===== src/rtl/tmr_pkg.sv =====
package tmr_pkg;
  localparam int DW = 32;

  // register offsets within a channel block
  localparam int OFS_CTL = 0;
  localparam int OFS_CMP = 4;
  localparam int OFS_VAL = 8;

  // control word bit positions
  localparam int BIT_PEND = 0;
  localparam int BIT_IEN  = 1;
  localparam int BIT_CEN  = 2;

  typedef struct packed {
    logic cen;
    logic ien;
    logic pend;
  } ctl_t;
endpackage


===== src/rtl/tmr_decode.sv =====
module tmr_decode #(
  parameter int ADDR_W = 8,
  parameter int N_CH   = 2,
  parameter int BASE0  = 8,
  parameter int STRIDE = 12
) (
  input  logic [ADDR_W-1:0] addr,
  output logic [N_CH-1:0]   sel_ctl,
  output logic [N_CH-1:0]   sel_cmp,
  output logic [N_CH-1:0]   sel_val
);
  import tmr_pkg::*;

  for (genvar i = 0; i < N_CH; i++) begin : g_ch
    localparam int BASE = BASE0 + i * STRIDE;
    localparam logic [ADDR_W-1:0] A_CTL = ADDR_W'(BASE + OFS_CTL);
    localparam logic [ADDR_W-1:0] A_CMP = ADDR_W'(BASE + OFS_CMP);
    localparam logic [ADDR_W-1:0] A_VAL = ADDR_W'(BASE + OFS_VAL);
    assign sel_ctl[i] = (addr == A_CTL);
    assign sel_cmp[i] = (addr == A_CMP);
    assign sel_val[i] = (addr == A_VAL);
  end
endmodule


===== src/rtl/tmr_channel.sv =====
module tmr_channel #(
  parameter int CW = 32
) (
  input  logic           clk,
  input  logic           rst_n,
  input  logic           wr_ctl,
  input  logic           wr_cmp,
  input  logic           wr_val,
  input  logic [CW-1:0]  wdata,
  output tmr_pkg::ctl_t  ctl_q,
  output logic [CW-1:0]  cmp_q,
  output logic [CW-1:0]  cnt_q,
  output logic           irq
);
  import tmr_pkg::*;

  logic match;
  logic clr_req;

  assign match   = ctl_q.cen && (cnt_q == cmp_q);
  assign clr_req = wr_ctl && wdata[BIT_PEND];

  // control word
  always_ff @(posedge clk) begin
    if (!rst_n) begin
      ctl_q <= '0;
    end else begin
      if (wr_ctl) begin
        ctl_q.ien <= wdata[BIT_IEN];
        ctl_q.cen <= wdata[BIT_CEN];
      end
      if (match)        ctl_q.pend <= 1'b1;
      else if (clr_req) ctl_q.pend <= 1'b0;
    end
  end

  // compare register
  always_ff @(posedge clk) begin
    if (!rst_n)      cmp_q <= '0;
    else if (wr_cmp) cmp_q <= wdata;
  end

  // counter: load wins over increment, wraps naturally
  always_ff @(posedge clk) begin
    if (!rst_n)         cnt_q <= '0;
    else if (wr_val)    cnt_q <= wdata;
    else if (ctl_q.cen) cnt_q <= cnt_q + 1'b1;
  end

  assign irq = ctl_q.pend & ctl_q.ien;

  assert_count_up_R3: assert property (@(posedge clk) disable iff (!rst_n)
    (ctl_q.cen && !wr_val) |=> (cnt_q == $past(cnt_q) + 1'b1));
  assert_count_hold_R3: assert property (@(posedge clk) disable iff (!rst_n)
    (!ctl_q.cen && !wr_val) |=> $stable(cnt_q));
  assert_load_R4: assert property (@(posedge clk) disable iff (!rst_n)
    wr_val |=> (cnt_q == $past(wdata)));
  assert_pend_cause_R5: assert property (@(posedge clk) disable iff (!rst_n)
    $rose(ctl_q.pend) |-> $past(ctl_q.cen && (cnt_q == cmp_q)));
  assert_w1c_R7: assert property (@(posedge clk) disable iff (!rst_n)
    (clr_req && !match) |=> !ctl_q.pend);
  assert_w0_keep_R7: assert property (@(posedge clk) disable iff (!rst_n)
    (wr_ctl && !wdata[BIT_PEND] && ctl_q.pend) |=> ctl_q.pend);
  assert_match_wins_R8: assert property (@(posedge clk) disable iff (!rst_n)
    (match && clr_req) |=> ctl_q.pend);
endmodule


===== src/rtl/dual_cmp_timer.sv =====
module dual_cmp_timer #(
  parameter int ADDR_W = 8,
  parameter int N_CH   = 2,
  parameter int BASE0  = 8,
  parameter int STRIDE = 12
) (
  input  logic              clk,
  input  logic              rst_n,
  input  logic              req_valid,
  input  logic              req_write,
  input  logic [ADDR_W-1:0] req_addr,
  input  logic [31:0]       req_wdata,
  output logic              rsp_valid,
  output logic [31:0]       rsp_rdata,
  output logic [N_CH-1:0]   irq_o
);
  import tmr_pkg::*;

  localparam int CTL_W = $bits(ctl_t);

  logic [N_CH-1:0] sel_ctl, sel_cmp, sel_val;
  logic            do_wr, do_rd;
  ctl_t            ctl_v [N_CH];
  logic [DW-1:0]   cmp_v [N_CH];
  logic [DW-1:0]   cnt_v [N_CH];
  logic [DW-1:0]   rd_mux;

  assign do_wr = req_valid &  req_write;
  assign do_rd = req_valid & !req_write;

  tmr_decode #(
    .ADDR_W(ADDR_W), .N_CH(N_CH), .BASE0(BASE0), .STRIDE(STRIDE)
  ) u_dec (
    .addr(req_addr), .sel_ctl(sel_ctl), .sel_cmp(sel_cmp), .sel_val(sel_val)
  );

  for (genvar i = 0; i < N_CH; i++) begin : g_ch
    tmr_channel #(.CW(DW)) u_ch (
      .clk   (clk),
      .rst_n (rst_n),
      .wr_ctl(do_wr & sel_ctl[i]),
      .wr_cmp(do_wr & sel_cmp[i]),
      .wr_val(do_wr & sel_val[i]),
      .wdata (req_wdata),
      .ctl_q (ctl_v[i]),
      .cmp_q (cmp_v[i]),
      .cnt_q (cnt_v[i]),
      .irq   (irq_o[i])
    );
  end

  always_comb begin
    rd_mux = '0;
    for (int i = 0; i < N_CH; i++) begin
      if (sel_ctl[i]) rd_mux = rd_mux | {{(DW-CTL_W){1'b0}}, ctl_v[i]};
      if (sel_cmp[i]) rd_mux = rd_mux | cmp_v[i];
      if (sel_val[i]) rd_mux = rd_mux | cnt_v[i];
    end
  end

  always_ff @(posedge clk) begin
    if (!rst_n) begin
      rsp_valid <= 1'b0;
      rsp_rdata <= '0;
    end else begin
      rsp_valid <= do_rd;
      if (do_rd) rsp_rdata <= rd_mux;
    end
  end

  assert_rsp_follows_R10: assert property (@(posedge clk) disable iff (!rst_n)
    do_rd |=> rsp_valid);
  assert_rsp_only_after_read_R10: assert property (@(posedge clk) disable iff (!rst_n)
    rsp_valid |-> $past(do_rd));
  assert_unmapped_zero_R10: assert property (@(posedge clk) disable iff (!rst_n)
    (do_rd && !(|{sel_ctl, sel_cmp, sel_val})) |=> (rsp_rdata == '0));
  assert_decode_onehot_R1: assert property (@(posedge clk) disable iff (!rst_n)
    $onehot0({sel_ctl, sel_cmp, sel_val}));
endmodule


===== config.mk =====
export PLATFORM = sky130hd
export DESIGN_NAME = dual_cmp_timer
export DESIGN_NICKNAME = d
export VERILOG_FILES = /design/src/rtl/tmr_pkg.sv /design/src/rtl/tmr_decode.sv /design/src/rtl/tmr_channel.sv /design/src/rtl/dual_cmp_timer.sv
export SDC_FILE = /design/constraint.sdc
export NUM_CORES = 1
export LEC_CHECK = 0
export CAP_MARGIN = 10
export CORE_MARGIN = 2
export CORE_UTILIZATION = 52
export DETAILED_ROUTE_END_ITERATION = 7
export MAX_ROUTING_LAYER = met4
export PLACE_DENSITY = 0.84
export SYNTH_ARGS = -nofsm -noshare
export SYNTH_HDL_FRONTEND = slang
export SYNTH_SLANG_ARGS = --single-unit

===== constraint.sdc =====
create_clock -name clk -period 1.7 [get_ports clk]
set_input_delay 0.17 -clock clk [delete_from_list [all_inputs] [get_ports clk]]
set_output_delay 0.17 -clock clk [all_outputs]
set_load 0.01 [all_outputs]

==> metrics.md, run 1 <==
| Metric | Value |
|---|---|
| Status | complete, but fails checks |
| Violated checks | setup timing |
| GRT overflow | 0 |
| Layout cell share with drive strength beyond 1 | 0.203 |
| Hold Fails Final Rpt | 0 |
| DR iter-0 viols | about 1400 |
| Static leakage | about 4.4 nW |
| Min-delay src | req_wdata[24] |
| CP endpoint | g_ch[1].u_ch.ctl_q[0]$_SDFFE_PN0P_ |
| Least-Margin Pin Slew | between 500 and 600 ps |
| TritonCTS buffer count | 17 |
| Ys flop type | dfxtp_1 |
| Area delta synth->final | 32.8% |
| Fin crit share | 1.12 |
| Synth top area share | 0.386 |
| Crit path launch | g_ch[1].u_ch.cnt_q[27]$_SDFFE_PN0P_ |
| First-pass GRT wire length | 45.8 mm |
| CTS tree | built |
| Crit start category | flop |
| Setup Viol. Count Final | 6 |
| #FFs+latches synth | between 150 and 200 |
| Final min period | 1900 ps |
| Synth warnings | 0 |
| Slew headroom | 0.650 |
| Reg2reg path depth | 5 |
| Post-synth EDFFs | 0 |
| CP Class | reg2reg |
| Post-synth cell types | 47 |
| Worst setup EP type | flop |
| FF-to-FF Start | g_ch[1].u_ch.cnt_q[27]$_SDFFE_PN0P_ |
| # hold bufs at CTS | 0 |
| Initial antenna violation count | 0 |
| Chip Width | between 100 and 150 um |
| Kind of cell adding the most delay to the critical path | simple AND/OR/NAND/NOR gates |
| Slowest CP cell | or4_4 |
| Port bufs | a little under 80 |
| Die Ht | 133 um |
| Internal Power | roughly 6.3 mW |
| Combinational fraction of design power | 0.078 |
| Drt pass-1 iters | 7 |
| Post-synth ARST share | 0 |
| Max Cap Viol | 0 |
| Via/cell ratio | between 6 and 7 |
| Initial Utilization | 0.528 |
| Final ANT Viol Nets | 0 |
| Worst hold path class | in2reg |
| Net Sw Power | slightly below 2 mW |
| Clock Tree Root | clkbuf_16 |
| PD cells | 715 nW/um2 |
| WL/cell | between 20 and 25 um |
| Avg Inst Size Synth | ~8.2 um2 |
| Top post-synthesis cells by count | dfxtp_1, nand2_1, a21oi_1 |
| Sequential power share | 0.485 |
| Most frequent cell after synthesis | dfxtp_1 |
| Worst VDD drop | approximately 0.00075 V |
| Setup slack after layout | -199 ps |
| Arrival time worst endpoint | between 2000 and 2500 ps |
| Clock-pin slew on the worst setup and hold paths | approximately 70 ps |
| Vias in the first global route | 8730 |
| Htree depth | 4 |
| Largest net degree at the start of global routing | 65 |
| Global-route usage over all layers | 0.336 |
| Synth Net Count | 1101 |
| Row count | between 40 and 50 |
| Net Sw Frac | 0.239 |
| RR Endpoint | g_ch[1].u_ch.ctl_q[0]$_SDFFE_PN0P_ |
| Gp weighted congestion | approximately 1 |
| Die ar. | 17700 um2 |
| Fmax | around 530 MHz |
| Data required, critical path | a little over 2000 ps |
| HPWL Detailed | ~20 mm |
| Critical Path Fanout Max | 2 |
| Post-synthesis sequential area ratio | 0.386 |
| Reg2Reg Setup Slack | -200 ps |
| WL final | about 31 mm |
| Clock power share | 0.437 |
| Clock Tree Buf Depth | 2 |
| Clk_lat worst skew | ~440 ps |
| DRC viols | 0 |
| Largest cells by area after synthesis | dfxtp_1, xor2_1, nand2_1 |
| Core area | 16400 um2 |
| Setup Skew | 13.3 ps |
| Largest area contributor in the netlist | dfxtp_1 |
| Slew Viols, Final | 0 |
| Hold Path Depth | 3 |
| Num Clock Sinks | ~170 |
| Unrepaired setup endpoints after global routing | true |
| Vias post-DR | approximately 9400 |
| Mapped Cells | between 1000 and 1500 |
| Max incr delay on CP | 560 ps |
| Num ports | 79 |
| Buf+Inv Stages, Crit Path | 0 |
| Nets | 1256 |
| Netlist Area Pre-Place | just under 9000 um2 |
| Ant diodes | 0 |
| Final core occ | 0.701 |
| Worst path cell trace | xor2_1 > nor4_1 > nand4_1 > or4_4 > o21ai_2 |
| Worst path depth | 5 |
| Design Power | just over 8 mW |
[power groups by stage]
stage | clock network [mW] | logic [mW] | registers [mW]
global route | 3.74 | 0.678 | 3.99
global placement | 0 | 0.589 | 4.07
CTS | 3.57 | 0.604 | 3.99
floorplan | 0 | 0.224 | 4.09
finish | 3.59 | 0.645 | 3.99
detailed placement | 0 | 0.596 | 4.07
[through the flow]
stage | setup TNS (ps) | hold slack, ps | instance area, um2 | worst slack (ps) | std cells
finish | -428 | 398 | 11500 | -199 | 1441
global route | -1450 | 406 | 11500 | -204 | 1441
CTS | -113 | 388 | 11100 | -113 | 1428
detailed placement | -54570 | 473 | 10500 | -456 | 1398
global placement | -46220 | 469 | 10500 | -409 | 1398
floorplan | 0 | 297 | 8670 | 44.4 | 1055
[state kept, by name (all words and copies together) (netlist names)]
signal / flops
g_ch.u_ch.cmp_q: 64
g_ch.u_ch.cnt_q: 64
rsp_rdata: 32
g_ch.u_ch.ctl_q: 6
rsp_valid: 1
[final cells by class]
| cell class | count | area, um2 |
|---|---|---|
| Clock buffer | 22 | 484 |
| Inverter | 7 | 27.5 |
| Fill cell | 1144 | 4910 |
| Sequential cell | 167 | 3360 |
| Clock inverter | 8 | 48.8 |
| Tap cell | 220 | 275 |
| Multi-Input combinational cell | 793 | 5180 |
| Timing Repair Buffer | 224 | 2130 |
[routing by layer]
metal	up-vias	global-route usage	part of all wire
met5	-	-	0
met4	0	0.164	0.060
met3	187	0.0789	0.12
met2	769	0.515	0.45
met1	4350	0.417	0.37
li1	4056	-	-
[logic make-up (layout without fill, tap and decap cells)]
family,after synthesis,in the layout,synth area share
flip-flops,167,167,0.386
multiplexers,43,43,0.0506
AND/OR/NAND/NOR,349,349,0.199
AO/OA/AOI/OAI,273,273,0.188
adder cells (fa/ha/maj),2,2,0.00289
XOR/XNOR,126,126,0.127
buffers and inverters,95,261,0.0464
[tightest hold or removal path, delay by kind of cell]
| kind | cells | cell delay (ps) |
|---|---|---|
| compound gates | 1 | 50 |
| buf+inv | 1 | 470 |
| simple gates | 1 | 90 |
[how the worst min path moves through the flow]
| stage | endpoint | slack [ps] |
|---|---|---|
| 2_1_floorplan | rsp_valid$_SDFF_PN0_ | 300 |
| 5_1_grt | g_ch[0].u_ch.cmp_q[7]$_SDFFE_PN0P_ | 410 |
| 6_report | g_ch[1].u_ch.cmp_q[24]$_SDFFE_PN0P_ | 400 |
| 4_1_cts | g_ch[0].u_ch.cmp_q[27]$_SDFFE_PN0P_ | 390 |
| 3_3_place_gp | g_ch[0].u_ch.cmp_q[9]$_SDFFE_PN0P_ | 470 |
| 3_5_place_dp | g_ch[1].u_ch.cmp_q[0]$_SDFFE_PN0P_ | 470 |
[layout by cell type, fill, tap and decap left out, types with 6 or more instances in the layout]
cell	Yosys	routed
dfxtp_1	167	156
nand2_1	152	152
buf_4	5	121
a21oi_1	111	109
xor2_1	83	82
clkdlybuf4s50_1	0	69
o21ai_0	73	61
nor2_1	62	61
xnor2_1	43	43
mux2i_1	37	37
nand4_1	31	31
a22oi_1	29	29
nand3_1	28	26
o221ai_1	28	21
a211oi_1	22	21
clkbuf_16	0	20
o21ai_1	2	12
buf_12	0	12
nor4_2	3	11
dfxtp_2	0	11
nor3_1	10	10
and3_1	12	10
buf_6	0	8
o221ai_2	0	7
nor4_1	18	7
dlymetal6s2s_1	0	7
inv_1	7	6
mux2_2	6	6
and2_1	8	6
clkinv_2	0	6
[repair_timing]
action / CTS / global route
pin swaps: 6 / 16
endpoints found under the setup margin: 12 / 77
resized for setup: 13 / 74
hold endpoints to repair: 0 / 0
setup buffers: 0 / 8
gates cloned: 0 / 5
Power figures use the tool's default switching activity.
==> run 2: changes to the inputs <==
--- a/config.mk
+++ b/config.mk
@@ -8,6 +8,7 @@
 export CAP_MARGIN = 10
 export CORE_MARGIN = 2
 export CORE_UTILIZATION = 52
+export CTS_CLUSTER_SIZE = 8
 export DETAILED_ROUTE_END_ITERATION = 7
 export MAX_ROUTING_LAYER = met4
 export PLACE_DENSITY = 0.84
==> results of run 2 <==
Same layout as run 1: the final DEF is identical, and so are final timing and power.
==> run 3: changes to the inputs <==
--- a/config.mk
+++ b/config.mk
@@ -14,4 +14,5 @@
 export PLACE_DENSITY = 0.84
 export SYNTH_ARGS = -nofsm -noshare
 export SYNTH_HDL_FRONTEND = slang
+export SYNTH_HIERARCHICAL = 1
 export SYNTH_SLANG_ARGS = --single-unit
==> run 3 against run 2 <==
The run ends with DRC, setup timing left. Sequential share of layout area shrank 1.3 points. Critical path type unchanged. Synthesized cell count down 11%. Total power rose by 6.5%. Maximum frequency fell by 2.2%. Clock power rose by 18%. Worst setup slack worse by 44 ps. Critical path depth unchanged. Wire length increased by 8.0%. Die area fell by 0.20%. Combinational power fell by 14%. Global-route usage rose by 1.5 points.
==> metrics.md, run 3 <==
| Metric | Value |
|---|---|
| Violated checks | DRC, setup timing |
| Slew headroom | 0.532 |
| Avg Inst Size Synth | about 9 um2 |
| PD cells | roughly 720 nW/um2 |
| Post-synth EDFFs | 0 |
| Chip Width | ~130 um |
| Core area | 16400 um2 |
| Die Ht | between 100 and 150 um |
| Design area | around 12000 um2 |
| WL/cell | ~25 um |
| #FFs+latches synth | around 170 |
| Post-synth cell types | between 40 and 50 |
| Row count | 47 |
| Most frequent cell after synthesis | dfxtp_1 |
| Slew Viols, Final | 0 |
| Clock Tree Buf Depth | 2 |
| Setup slack after layout | -242 ps |
| Pre-CTS WS | -655 ps |
| Static leakage | 4.81 nW |
| Worst setup EP type | flop |
| Worst VDD drop | 0.000747 V |
| Global-route usage over all layers | 0.351 |
| Reg area | 3380 um2 |
| Fmax | around 500 MHz |
| Initial Utilization | 0.527 |
| Design Power | about 9 mW |
| GRT overflow | 0 |
| DRC viols | 1 |
| Hold Fails Final Rpt | 0 |
| Vias in the first global route | 8509 |
| Gp weighted congestion | ~1 |
| Nets | around 1200 |
| Area delta synth->final | 40.4% |
| HPWL Detailed | between 15 and 20 mm |
| Met1 usage | 0.404 |
| Synth warnings | 6 |
| Clk_lat worst skew | approximately 440 ps |
| Die ar. | 17700 um2 |
| Synth Area in Simple Gates | 0.194 |
| Data required, critical path | between 2000 and 2500 ps |
| Multi-input logic area | roughly 5400 um2 |
| Adder-Cell Fraction of Synth Area | 0.00290 |
| Post-synthesis sequential area ratio | 0.387 |
| Htree depth | 4 |
| Critical Path Fanout Max | 6 |
| Ys flop type | dfxtp_1 |
| Port bufs | 78 |
| Synth top area share | 0.387 |
| Mapped Cells | 935 |
| Post-Synth XOR/XNOR Area | 0.128 |
| WL final | between 30 and 40 mm |
| Clock-pin slew on the worst setup and hold paths | approximately 70 ps |
| Most common cell after layout, fill and taps aside | dfxtp_1 |
| Largest net degree at the start of global routing | 75 |
| Mux cell area share after synthesis | 0.0811 |
| Status | complete, but fails checks |
| Drt pass-1 iters | 8 |
| Post-synth ARST share | 0 |
| Final ANT Viol Nets | 0 |
| Top Registers | g_ch.u_ch/cmp_q: 64 flops, g_ch.u_ch/cnt_q: 64 flops, rsp_rdata: 32 flops |
| Netlist Area Pre-Place | a little under 9000 um2 |
| Initial antenna violation count | 1 |
| DP Area | about 11000 um2 |
| Most frequent cells in the layout | dfxtp_1, buf_4, xor2_1, nor2b_1, clkdlybuf4s50_1 |
| Arrival time worst endpoint | ~2300 ps |
| Top post-synthesis cells by count | dfxtp_1, xor2_1, mux2i_1 |
| Crit start category | flop |
| Via/cell ratio | ~6.7 |
| Least-Margin Pin Slew | 700 ps |
| Num ports | between 70 and 80 |
| Met3 Use GR | 0.0969 |
| DR iter-0 viols | 1401 |
| Largest area contributor in the netlist | dfxtp_1 |
| Largest family of logic cells by synthesized area | simple AND/OR/NAND/NOR gates |
| CP Class | reg2reg |
| Worst hold path class | in2reg |
| CTS tree | built |
| Final core occ | 0.740 |
| Setup Skew | between 10 and 15 ps |
| Setup Viol. Count Final | 34 |
| GR Util met2 | 0.550 |
| Largest cells by area after synthesis | dfxtp_1, mux2i_1, xor2_1 |
| Clock Tree Root | clkbuf_16 |
| Fin crit share | 1.14 |
| Num Clock Sinks | ~170 |
| Top Usage Layer GRT | met2 |
| Final min period | 1940 ps |
| Setup TNS | -2480 ps |
| Synth Net Count | approximately 1000 |
| TritonCTS buffer count | 17 |
| First-pass GRT wire length | between 40 and 50 mm |
| Unrepaired setup endpoints after global routing | true |
| Vias post-DR | between 9000 and 10000 |
| Compound-gate portion of the synthesized area | 0.171 |
| Max Cap Viol | 0 |
| Layout cell share with drive strength beyond 1 | 0.263 |
| FILL cells | between 900 and 1000 |
-- run 3: cell count changes in the layout (fill, tap and decap cells not counted), moves of 22 or more --
cell / previous run / this run
a21oi_1: 109 / 36
a22oi_1: 29 / 61
a31oi_1: 1 / 32
mux2i_1: 37 / 67
nand2_1: 152 / 30
nor2_1: 61 / 8
nor2b_1: 0 / 68
o21ai_0: 61 / 39
o21ai_1: 12 / 37
-- run 3: area by class of cell --
type,count,area share
multi-input combinational,696,0.444
sequential,167,0.279
timing repair buffer,241,0.199
clock buffer,20,0.0385
tap,220,0.0227
clock inverter,11,0.0141
inverter,6,0.00289
antenna,1,0.000206
-- run 3: power breakdown --
group	leakage, nW	switching (mW)	internal (mW)	total [mW]
clock	0.308	1.65	2.57	4.22
combinational	3.14	0.283	0.270	0.553
sequential	1.36	0.0288	3.95	3.98
-- run 3: what timing repair did --
action,in CTS,in global routing
setup buffers,9,2
gates resized for setup,69,80
pin swaps,26,22
gates cloned,4,4
hold buffers,0,0
setup endpoints to repair,129,108
-- run 3: metal layers --
layer	part of all wire	up-vias	routed length, um
met1	0.35	4306	12000
met5	0	-	0
met4	0.072	0	2460
met3	0.12	254	4020
met2	0.46	762	15500
li1	-	3797	-
-- run 3: worst paths after layout --
kind | start | endpoint | slack, ps | cells past startpoint
max | g_ch[0].u_ch/cnt_q[18]$_SDFFE_PN0P_ | g_ch[0].u_ch/ctl_q[0]$_SDFFE_PN0P_ | -240 | 5
min reg2reg | g_ch[0].u_ch/ctl_q[0]$_SDFFE_PN0P_ | g_ch[0].u_ch/ctl_q[0]$_SDFFE_PN0P_ | 520 | 2
min | rst_n | g_ch[1].u_ch/ctl_q[2]$_SDFFE_PN0P_ | 90 | 2
max reg2reg | g_ch[0].u_ch/cnt_q[18]$_SDFFE_PN0P_ | g_ch[0].u_ch/ctl_q[0]$_SDFFE_PN0P_ | -240 | 5
-- run 3: kinds of logic after synthesis --
logic type,count (synthesis)
flip-flops,167
multiplexers,70
adder cells (fa/ha/maj),2
AND/OR/NAND/NOR,261
AO/OA/AOI/OAI,237
XOR/XNOR,126
buffers and inverters,72
-- run 3: metrics by stage --
step | instances | hold WS (ps)
after floorplan | 935 | 308
after global placement | 1312 | 477
after detailed placement | 1312 | 478
after CTS | 1355 | 66.5
after global routing | 1362 | 61.5
final | 1362 | 87.7
-- run 3: critical path, cell delays in order, from the launching register on --
cell	delay, ps
dfxtp_1	430
xor2_1	270
nor4_1	380
nand4_1	120
or4_1	530
o21ai_1	140
